**src/rtl/i2c_tgt_pkg.sv**
```systemverilog
package i2c_tgt_pkg;

    localparam int BYTE_W = 8;
    localparam int WORD_W = 2 * BYTE_W;

    typedef logic [BYTE_W-1:0] byte_t;
    typedef logic [WORD_W-1:0] reg_word_t;

    localparam reg_word_t REG_RESET_BASE = 16'hA05A;

    // Condition and edge events seen on the synchronized bus lines.
    typedef struct packed {
        logic scl;        // synchronized clock level
        logic sda;        // synchronized data level
        logic scl_rise;   // clock went low -> high
        logic scl_fall;   // clock went high -> low
        logic start;      // data fell with clock high
        logic stop;       // data rose with clock high
    } bus_evt_t;

    typedef enum logic [3:0] {
        ST_IDLE,
        ST_RECV,       // shifting in a byte from the master
        ST_ACK_SETUP,  // byte taken, waiting for the clock to drop
        ST_ACK,        // holding SDA low through the ninth clock
        ST_SEND,       // shifting a byte out
        ST_SEND_END,   // last bit out, release on the next fall
        ST_MACK,       // master acknowledge slot
        ST_NEXT,       // master acked, load the next byte on the fall
        ST_IGNORE      // not selected or read ended: wait for START/STOP
    } tgt_state_e;

    typedef enum logic [1:0] {
        BK_ADDR,
        BK_PTR,
        BK_DATA
    } byte_kind_e;

    function automatic reg_word_t reg_reset_val(input int idx);
        return REG_RESET_BASE + reg_word_t'(idx * 256);
    endfunction

endpackage

```
**src/rtl/i2c_tgt_sync.sv**
```systemverilog
module i2c_tgt_sync
    import i2c_tgt_pkg::*;
#(
    parameter int SYNC_STAGES = 2
) (
    input  logic     clk,
    input  logic     rst,
    input  logic     scl_i,
    input  logic     sda_i,
    output bus_evt_t evt
);

    // Index 1 carries the clock line, index 0 the data line.
    logic [1:0] chain [SYNC_STAGES];
    logic [1:0] prev_q;
    logic [1:0] cur;

    always_ff @(posedge clk) begin
        if (rst) begin
            for (int i = 0; i < SYNC_STAGES; i++) chain[i] <= 2'b11;
            prev_q <= 2'b11;
        end else begin
            chain[0] <= {scl_i, sda_i};
            for (int i = 1; i < SYNC_STAGES; i++) chain[i] <= chain[i-1];
            prev_q <= chain[SYNC_STAGES-1];
        end
    end

    assign cur = chain[SYNC_STAGES-1];

    always_comb begin
        evt.scl      = cur[1];
        evt.sda      = cur[0];
        evt.scl_rise = cur[1] & ~prev_q[1];
        evt.scl_fall = ~cur[1] & prev_q[1];
        evt.start    = cur[1] & prev_q[1] & prev_q[0] & ~cur[0];
        evt.stop     = cur[1] & prev_q[1] & ~prev_q[0] & cur[0];
    end

endmodule

```
**src/rtl/i2c_tgt_regbank.sv**
```systemverilog
module i2c_tgt_regbank
    import i2c_tgt_pkg::*;
#(
    parameter int NUM_REGS = 4,
    parameter int PTR_W    = 2
) (
    input  logic             clk,
    input  logic             rst,
    input  logic             ptr_we,
    input  logic [PTR_W-1:0] ptr_wdata,
    input  logic             reg_we,
    input  reg_word_t        reg_wdata,
    output logic [PTR_W-1:0] ptr_q,
    output reg_word_t        rdata
);

    reg_word_t regs [NUM_REGS];

    always_ff @(posedge clk) begin
        if (rst) ptr_q <= '0;
        else if (ptr_we) ptr_q <= ptr_wdata;
    end

    for (genvar g = 0; g < NUM_REGS; g++) begin : g_reg
        always_ff @(posedge clk) begin
            if (rst) regs[g] <= reg_reset_val(g);
            else if (reg_we && ptr_q == PTR_W'(g)) regs[g] <= reg_wdata;
        end
    end

    assign rdata = regs[ptr_q];

endmodule

```
**src/rtl/i2c_tgt_engine.sv**
```systemverilog
module i2c_tgt_engine
    import i2c_tgt_pkg::*;
#(
    parameter logic [3:0] ADDR_FIXED = 4'b1001,
    parameter int         PTR_W      = 2
) (
    input  logic             clk,
    input  logic             rst,
    input  bus_evt_t         evt,
    input  logic [2:0]       addr_pins,
    input  reg_word_t        rdata,
    output logic             sda_oe,
    output logic             ptr_we,
    output logic [PTR_W-1:0] ptr_wdata,
    output logic             reg_we,
    output reg_word_t        reg_wdata,
    output tgt_state_e       state_o
);

    tgt_state_e state;
    byte_kind_e kind;
    logic [2:0] bit_cnt;
    logic [6:0] rx_q;
    byte_t      tx_q;
    byte_t      hi_q;
    logic [1:0] wr_cnt;
    logic       rd_mode;
    logic       lo_next;

    byte_t rx_byte;
    byte_t next_tx;
    logic  drive_ok;

    assign rx_byte  = {rx_q, evt.sda};
    assign next_tx  = lo_next ? rdata[BYTE_W-1:0] : rdata[WORD_W-1:BYTE_W];
    assign drive_ok = evt.scl_fall & ~evt.scl;
    assign state_o  = state;

    always_ff @(posedge clk) begin
        if (rst) begin
            state     <= ST_IDLE;
            kind      <= BK_ADDR;
            bit_cnt   <= '0;
            rx_q      <= '0;
            tx_q      <= '0;
            hi_q      <= '0;
            wr_cnt    <= '0;
            rd_mode   <= 1'b0;
            lo_next   <= 1'b0;
            sda_oe    <= 1'b0;
            ptr_we    <= 1'b0;
            ptr_wdata <= '0;
            reg_we    <= 1'b0;
            reg_wdata <= '0;
        end else begin
            ptr_we <= 1'b0;
            reg_we <= 1'b0;
            if (evt.start) begin
                state   <= ST_RECV;
                kind    <= BK_ADDR;
                bit_cnt <= '0;
                rd_mode <= 1'b0;
                sda_oe  <= 1'b0;
            end else if (evt.stop) begin
                state  <= ST_IDLE;
                sda_oe <= 1'b0;
            end else begin
                unique case (state)
                    ST_RECV: if (evt.scl_rise) begin
                        rx_q    <= rx_byte[6:0];
                        bit_cnt <= 3'(bit_cnt + 3'd1);
                        if (bit_cnt == 3'd7) begin
                            state <= ST_ACK_SETUP;
                            kind  <= (kind == BK_ADDR) ? BK_PTR : BK_DATA;
                            unique case (kind)
                                BK_ADDR: begin
                                    if (rx_byte[7:1] == {ADDR_FIXED, addr_pins})
                                        rd_mode <= rx_byte[0];
                                    else
                                        state <= ST_IGNORE;
                                end
                                BK_PTR: begin
                                    ptr_we    <= 1'b1;
                                    ptr_wdata <= rx_byte[PTR_W-1:0];
                                    wr_cnt    <= '0;
                                end
                                default: begin
                                    if (wr_cnt == 2'd0) begin
                                        hi_q <= rx_byte;
                                    end else if (wr_cnt == 2'd1) begin
                                        reg_we    <= 1'b1;
                                        reg_wdata <= {hi_q, rx_byte};
                                    end
                                    if (wr_cnt != 2'd2) wr_cnt <= 2'(wr_cnt + 2'd1);
                                end
                            endcase
                        end
                    end
                    ST_ACK_SETUP: if (drive_ok) begin
                        sda_oe <= 1'b1;
                        state  <= ST_ACK;
                    end
                    ST_ACK: if (drive_ok) begin
                        bit_cnt <= '0;
                        if (rd_mode) begin
                            tx_q    <= rdata[WORD_W-1:BYTE_W];
                            sda_oe  <= ~rdata[WORD_W-1];
                            lo_next <= 1'b1;
                            state   <= ST_SEND;
                        end else begin
                            sda_oe <= 1'b0;
                            state  <= ST_RECV;
                        end
                    end
                    ST_SEND: begin
                        if (evt.scl_rise) begin
                            bit_cnt <= 3'(bit_cnt + 3'd1);
                            if (bit_cnt == 3'd7) state <= ST_SEND_END;
                        end else if (drive_ok) begin
                            tx_q   <= {tx_q[BYTE_W-2:0], 1'b0};
                            sda_oe <= ~tx_q[BYTE_W-2];
                        end
                    end
                    ST_SEND_END: if (drive_ok) begin
                        sda_oe <= 1'b0;
                        state  <= ST_MACK;
                    end
                    ST_MACK: if (evt.scl_rise) begin
                        state <= evt.sda ? ST_IGNORE : ST_NEXT;
                    end
                    ST_NEXT: if (drive_ok) begin
                        tx_q    <= next_tx;
                        sda_oe  <= ~next_tx[BYTE_W-1];
                        lo_next <= ~lo_next;
                        bit_cnt <= '0;
                        state   <= ST_SEND;
                    end
                    default: ;
                endcase
            end
        end
    end

endmodule

```
**src/rtl/i2c_ptr_target.sv**
```systemverilog
module i2c_ptr_target
    import i2c_tgt_pkg::*;
#(
    parameter logic [3:0] ADDR_FIXED  = 4'b1001,
    parameter int         NUM_REGS    = 4,
    parameter int         SYNC_STAGES = 2
) (
    input  logic       clk,
    input  logic       rst,
    input  logic       scl_i,
    input  logic       sda_i,
    input  logic [2:0] addr_pins,
    output logic       sda_oe
);

    localparam int PTR_W = (NUM_REGS > 1) ? $clog2(NUM_REGS) : 1;

    bus_evt_t         evt;
    tgt_state_e       state;
    logic             ptr_we;
    logic [PTR_W-1:0] ptr_wdata;
    logic [PTR_W-1:0] ptr_q;
    logic             reg_we;
    reg_word_t        reg_wdata;
    reg_word_t        rdata;

    i2c_tgt_sync #(.SYNC_STAGES(SYNC_STAGES)) u_sync (
        .clk   (clk),
        .rst   (rst),
        .scl_i (scl_i),
        .sda_i (sda_i),
        .evt   (evt)
    );

    i2c_tgt_engine #(.ADDR_FIXED(ADDR_FIXED), .PTR_W(PTR_W)) u_engine (
        .clk       (clk),
        .rst       (rst),
        .evt       (evt),
        .addr_pins (addr_pins),
        .rdata     (rdata),
        .sda_oe    (sda_oe),
        .ptr_we    (ptr_we),
        .ptr_wdata (ptr_wdata),
        .reg_we    (reg_we),
        .reg_wdata (reg_wdata),
        .state_o   (state)
    );

    i2c_tgt_regbank #(.NUM_REGS(NUM_REGS), .PTR_W(PTR_W)) u_bank (
        .clk       (clk),
        .rst       (rst),
        .ptr_we    (ptr_we),
        .ptr_wdata (ptr_wdata),
        .reg_we    (reg_we),
        .reg_wdata (reg_wdata),
        .ptr_q     (ptr_q),
        .rdata     (rdata)
    );

endmodule

```
**config.mk**
```make
export PLATFORM = sky130hd
export DESIGN_NAME = i2c_ptr_target
export DESIGN_NICKNAME = d
export VERILOG_FILES = /design/src/rtl/i2c_tgt_pkg.sv /design/src/rtl/i2c_tgt_sync.sv /design/src/rtl/i2c_tgt_regbank.sv /design/src/rtl/i2c_tgt_engine.sv /design/src/rtl/i2c_ptr_target.sv
export SDC_FILE = /design/constraint.sdc
export NUM_CORES = 1
export LEC_CHECK = 0
export BUFFER_PORTS_ARGS = -buffer_cell sky130_fd_sc_hd__buf_2
export CAP_MARGIN = 20
export CORE_UTILIZATION = 62
export DETAILED_ROUTE_END_ITERATION = 16
export PLACE_DENSITY_LB_ADDON = 0.05
export SYNTH_ARGS = -nofsm -noshare
export SYNTH_HDL_FRONTEND = slang
export SYNTH_SLANG_ARGS = --single-unit
```
**constraint.sdc**
```tcl
create_clock -name clk -period 2.8 [get_ports clk]
set_clock_uncertainty 0.1 [all_clocks]
set_input_delay 0.14 -clock clk [delete_from_list [all_inputs] [get_ports clk]]
set_output_delay 0.14 -clock clk [all_outputs]
set_load 0.05 [all_outputs]
```
---- Yosys cells after proc, flatten, opt, wreduce, memory -nomap -nowiden ----
Memories as Yosys holds them, arrays and structs flattened. A register that Yosys moved wholly into a read port is not among the register bits.
Cells that the tools add are included.
storage, ports and cells
  memories kept ........................... 2
  output and inout bits ................... 1
  logic and storage cells ................. 189
  input bits .............................. 7
  bits in latches ......................... 0
  register bits ........................... 60
  memory bits (read-only) ................. 0
  RAM bits ................................ 68
memory list
  name          depth  width  read ports  clocked after Yosys merged registers in  wr ports  line                   RTL
  u_bank.regs   4      16     1           1                                        4         i2c_tgt_regbank.sv:17  reg_word_t regs [NUM_REGS];
  u_sync.chain  2      2      2           0                                        2         i2c_tgt_sync.sv:14     logic [1:0] chain [SYNC_STAGES];
cells by class
  equality and inequality tests ........... 38
  div/mod/pow operators ................... 0
  $mul .................................... 0
  muxes and demuxes ....................... 66
  magnitude comparators ................... 0
  bitwise gates (word level) .............. 30
  shift operators ......................... 0
  add/subtract/negate cells ............... 2
  reductions and logical operators ........ 34
operator list
  operator                                       number
  2-to-1 mux 16 bit                              4
  2-to-1 mux 4 bit                               12
  2-to-1 mux 7 bit                               5
  2-to-1 mux 1 bit                               29
  case mux 4 bit (7 select lines)                1
  != test 4 x 3 -> 1 bit, second input constant  6
  case mux 7 bit (3 select lines)                1
  AND reduction 7 bit                            3
  != test 2 x 1 -> 1 bit, second input constant  10
  AND reduction 10 bit                           2
  AND reduction 6 bit                            3
  == test 4 x 3 -> 1 bit, second input constant  4
  inverter 1 bit                                 16
  AND reduction 8 bit                            2
  2-to-1 mux 2 bit                               6
  != test 4 bit, second input constant           3
  AND reduction 4 bit                            3
  != test 2 bit, second input constant           5
  2-to-1 mux 3 bit                               3
  nonzero test 9 bit                             1
  OR reduction 9 bit                             1
  AND 1 bit                                      8
  == test 4 x 2 -> 1 bit, second input constant  2
  2-to-1 mux 8 bit                               1
  21 further kinds                               39

---- Longest topological paths before layout ----
  depth after elaboration ................. 8
  depth in mapped cells ................... 8
  depth with buffers taken out ............ 7

---- Modules after synthesis ----
A second synthesis with hierarchy kept.
second synthesis, totals
  cells, all modules ...................... 533
  area, all modules ....................... 6110.9 um^2
modules (own cells, without submodules)
  module           cells an instance  times used  seq. area each (um^2)  area each (um^2)
  i2c_tgt_regbank  196                1           2001.9                 2977.9
  i2c_tgt_engine   319                1           1121.1                 2927.8
  i2c_tgt_sync     18                 1           120.1                  205.2

---- Worst setup path before layout ----
Ideal clock, no wire load.
  path kind ............................... register -> register
  from .................................... reg u_bank.ptr_q[1]
  to ...................................... mem u_bank.regs[1][0] (netlist name), enable pin
  path slack .............................. 0.641 ns
  clock period less this slack ............ 2.159 ns
  required time ........................... 2.289 ns
  stages on the path, launching flop included .. 3
  buffers on the path ..................... 1
  arrival ................................. 1.648 ns
  path through ............................ dfxtp_1 clkbuf_1 o21ai_0
RTL lines
  item                      line                   RTL
  start: declaration        i2c_tgt_regbank.sv:13  output logic [PTR_W-1:0] ptr_q,
  start signal: assignment  i2c_tgt_regbank.sv:21  else if (ptr_we) ptr_q <= ptr_wdata;
  end: declaration          i2c_tgt_regbank.sv:17

---- Final worst setup path ----
  from .................................... reg u_engine.state[2] (netlist: u_engine.state_o[2])
  to ...................................... reg u_engine.state[1] (netlist: u_engine.state_o[1])
on the way
  longest elaborated chain between the ends .. 3
  elaborated cells on any way between the ends .. 19
  classes of those cells .................. 16 x eq/ne; 1 x mux; 2 x reduce/logical
ends and longest elaborated chain
  item                                                               line                   RTL
  start: declaration                                                 i2c_tgt_engine.sv:20   tgt_state_e state;
  start signal: assignment                                           i2c_tgt_engine.sv:129  state <= evt.sda ? ST_IGNORE : ST_NEXT;
  == test 4 x 1 -> 1 bit, or another cell as far along               i2c_tgt_engine.sv:68   unique case (state)
  nonzero test 7 bit (no source line), or another cell as far along  --
  AND reduction 10 bit (no source line)                              --
Parallel ways exist; a longest one is shown, timed or not.
A chain may end at the register's enable or synchronous reset.

==> metrics.txt <==
leakage=2.225 nW; Nets=519; CTS Buffer Depth=2; VDD IR max=0.4702 mV; post-layout util=73.37%; placed insts=593; Setup CP Type=flip-flop to flip-flop; Antenna Nets Post-Route=0; Post-synth top flop=dfxtp_1; root buffer cell=clkbuf_8; Final Cell Area=0.006492 sq mm; most common cell after layout, fill and taps aside=dfxtp_1; P&R area growth vs syn=13.05%; starting density of the core=64.90%; CP max-delay cell=a2111oi_2; Die H=98.25 microns; CP Cell Sequence=xnor2_1 > o22ai_1 > a2111oi_2 > o221ai_1 > a21oi_1; placed inst area=0.005882 sq mm; r2r setup slk=0.39 ns; Synth Area per Inst=11.72 sq um; Fin. Hold Viols=0; via count=3716; DIE AREA=0.009652 sq mm; relative slew slack=34.02%; Netlist cell types=52; sw frac=21.49%; internal power=3.351 mW; GRT Total Usage=26.51%; vias per cell=5.927; setup repair bufs after CTS=0; share of layout cells above drive strength 1=16.96%; routability congestion estimate=0.8000; Arrival @ worst endpoint=2.75 ns; critical path endpoint category=flip-flop; minimum clock period=2.408 ns; largest net degree at the start of global routing=37; power share of the combinational group=2.1%; status=complete, no violations; Non-Filler Instances=627; Worst-Margin Slew=0.9822 ns; Mapped Area=0.005743 sq mm; clock sinks=130; vias in the first global route=3656; Req. time, crit path=3.14 ns; final slew viol count=0; # DRC=0; sequential power share=47.8%; FFs w/ async S/R, synth=0%; worst hold slack=0.2262 ns; core area=0.008848 sq mm; Critical Path Start Type=flip-flop; first-pass GRT wire length=19.17 mm; R2R Path End=u_engine.state_o[1]$_SDFFE_PP0P_; CP startpoint=u_engine.state_o[2]$_SDFFE_PP0P_; detailed placement HPWL=7.545 mm; Clock Latency Late Sink=0.52 ns; Post-synth EDFFs=64; most frequent cells in the layout=66 x dfxtp_1, 64 x edfxtp_1, 56 x nor2_1, 34 x nand2b_1, 34 x mux2i_1; CTS clk-pin slew, worst paths=0.06 ns; Ant. Diodes=0; Clock Power Share=50.2%; DR iter-0 viols=238; Power Dens Cells=657.5 mW/mm^2; P_sw=917.4 uW; drt wl/cell=18.40 microns; Final Cycle Share=86.02%; FF-to-FF path depth=5; YS warnings=0; RSZ-0062 raised after global routing=no; Boundary Pins=8; CP peak stage delay=0.76 ns; H-Tree Depth=4; Crit Path Max Fanout=15; CTS tree=built; DRT Wirelength=11.53 mm; GRT overflow=0; net count after synthesis=502; max cap viols=0; DIE WIDTH=98.25 microns; fmax=415.2 MHz; sequential-to-total area share from yosys stat=56.47%; router iterations before antenna repair=5; Fin Setup TNS=0 ns; # setup viols final=0; Worst Setup EP=u_engine.state_o[1]$_SDFFE_PP0P_; Post-Syn Instances=490; CTS buffer count=17; HP Class=input pin to flip-flop; synthesized flop and latch total=130; FP Rows=34; worst r2r src=u_engine.state_o[2]$_SDFFE_PP0P_; initial antenna violation count=0; PortBufs=7
==> cells by family (layout without fill, tap and decap cells) <==
logic type	after synthesis	count (layout)	synth area share [%]
adder cells (fa/ha/maj)	6	6	1.264
buffers and inverters	36	65	3.224
multiplexers	50	50	12.20
AO/OA/AOI/OAI	52	52	6.122
XOR/XNOR	5	5	0.7627
AND/OR/NAND/NOR	211	211	19.96
flip-flops	130	130	56.47
==> state kept, by name, indices dropped and copies added (netlist names), 3 cells and up, named ones only <==
| signal | count |
|---|---|
| u_bank.regs | 64 |
| u_engine.bit_cnt | 3 |
| u_engine.hi_q | 8 |
| u_engine.reg_wdata | 16 |
| u_engine.rx_q | 7 |
| u_engine.state_o | 4 |
| u_engine.tx_q | 7 |
| u_sync.chain | 4 |
==> metrics by stage <==
stage	total power [mW]	setup WS, ns
2_1_floorplan	2.133	0.6406
3_3_place_gp	2.163	0.4996
3_5_place_dp	2.166	0.4361
4_1_cts	4.292	0.4211
5_1_grt	4.395	0.1470
6_report	4.269	0.3915
==> final cells by class <==
cell class,instances,area [sq um]
flip-flops and latches,130,3243
clock inverters,12,116.4
repair buffers,27,192.7
multi-input cells,324,2315
clock buffers,19,464.2
fillers,615,2356
inverters,7,26.28
well taps,108,135.1
==> synth_stat cells, types with 5 or more instances <==
| cell type | instances | area, sq um |
|---|---|---|
| dfxtp_1 | 66 | 1321 |
| edfxtp_1 | 64 | 1922 |
| nor2_1 | 56 | 210.2 |
| mux2i_1 | 34 | 340.3 |
| nand2b_1 | 34 | 212.7 |
| nand2_1 | 28 | 105.1 |
| and2_1 | 26 | 162.7 |
| a21oi_1 | 24 | 120.1 |
| clkbuf_1 | 17 | 63.81 |
| mux4_2 | 16 | 360.4 |
| and3_1 | 15 | 93.84 |
| nor2b_1 | 13 | 81.33 |
| nand3_1 | 11 | 55.05 |
| or2_2 | 11 | 68.82 |
| a311oi_1 | 7 | 61.31 |
| inv_1 | 7 | 26.28 |
| nor3_1 | 7 | 35.03 |
| buf_2 | 6 | 30.03 |
| ha_1 | 5 | 62.56 |
==> critical path, delay by kind of cell, from the launching register on <==
family         cells  cell delay [ns]
AO/OA/AOI/OAI      4             1.35
XOR/XNOR           1             0.21
flip-flops         1             0.69
==> metal layers <==
metal / part of all wire (%) / up-vias / GRT usage, % / wire length [microns]
li1: - / 1791 / - / -
met1: 46 / 1816 / 35.71 / 5328
met2: 48 / 92 / 42.47 / 5573
met3: 3.8 / 17 / 5.583 / 438
met4: 1.7 / 0 / 10.22 / 193
met5: 0 / - / 0 / 0
==> worst min path at each step <==
stage / start / end / cells past startpoint
3_3_place_gp: scl_i / u_sync.chain[0][1]$_SDFF_PP1_ / 2
3_5_place_dp: scl_i / u_sync.chain[0][1]$_SDFF_PP1_ / 2
6_report: addr_pins[1] / u_engine.rd_mode$_SDFFE_PP0P_ / 7
5_1_grt: sda_i / u_sync.chain[0][0]$_SDFF_PP1_ / 3
4_1_cts: addr_pins[1] / u_engine.rd_mode$_SDFFE_PP0P_ / 7
2_1_floorplan: sda_i / u_sync.chain[0][0]$_SDFF_PP1_ / 1
==> power by group through the flow <==
stage | Sequential (mW) | Combinational [mW] | Clock (mW)
after floorplan | 2.07 | 0.0601 | 0
after global placement | 2.08 | 0.0859 | 0
after detailed placement | 2.08 | 0.0864 | 0
after CTS | 2.04 | 0.0900 | 2.16
after global routing | 2.04 | 0.0958 | 2.26
final | 2.04 | 0.0887 | 2.14
==> repair_timing <==
item | 4_1_cts | 5_1_grt
hold buffers | 3 | 0
resized for setup | 0 | 0
hold endpoints to repair | 12 | 0
Power figures use the tool's default switching activity.
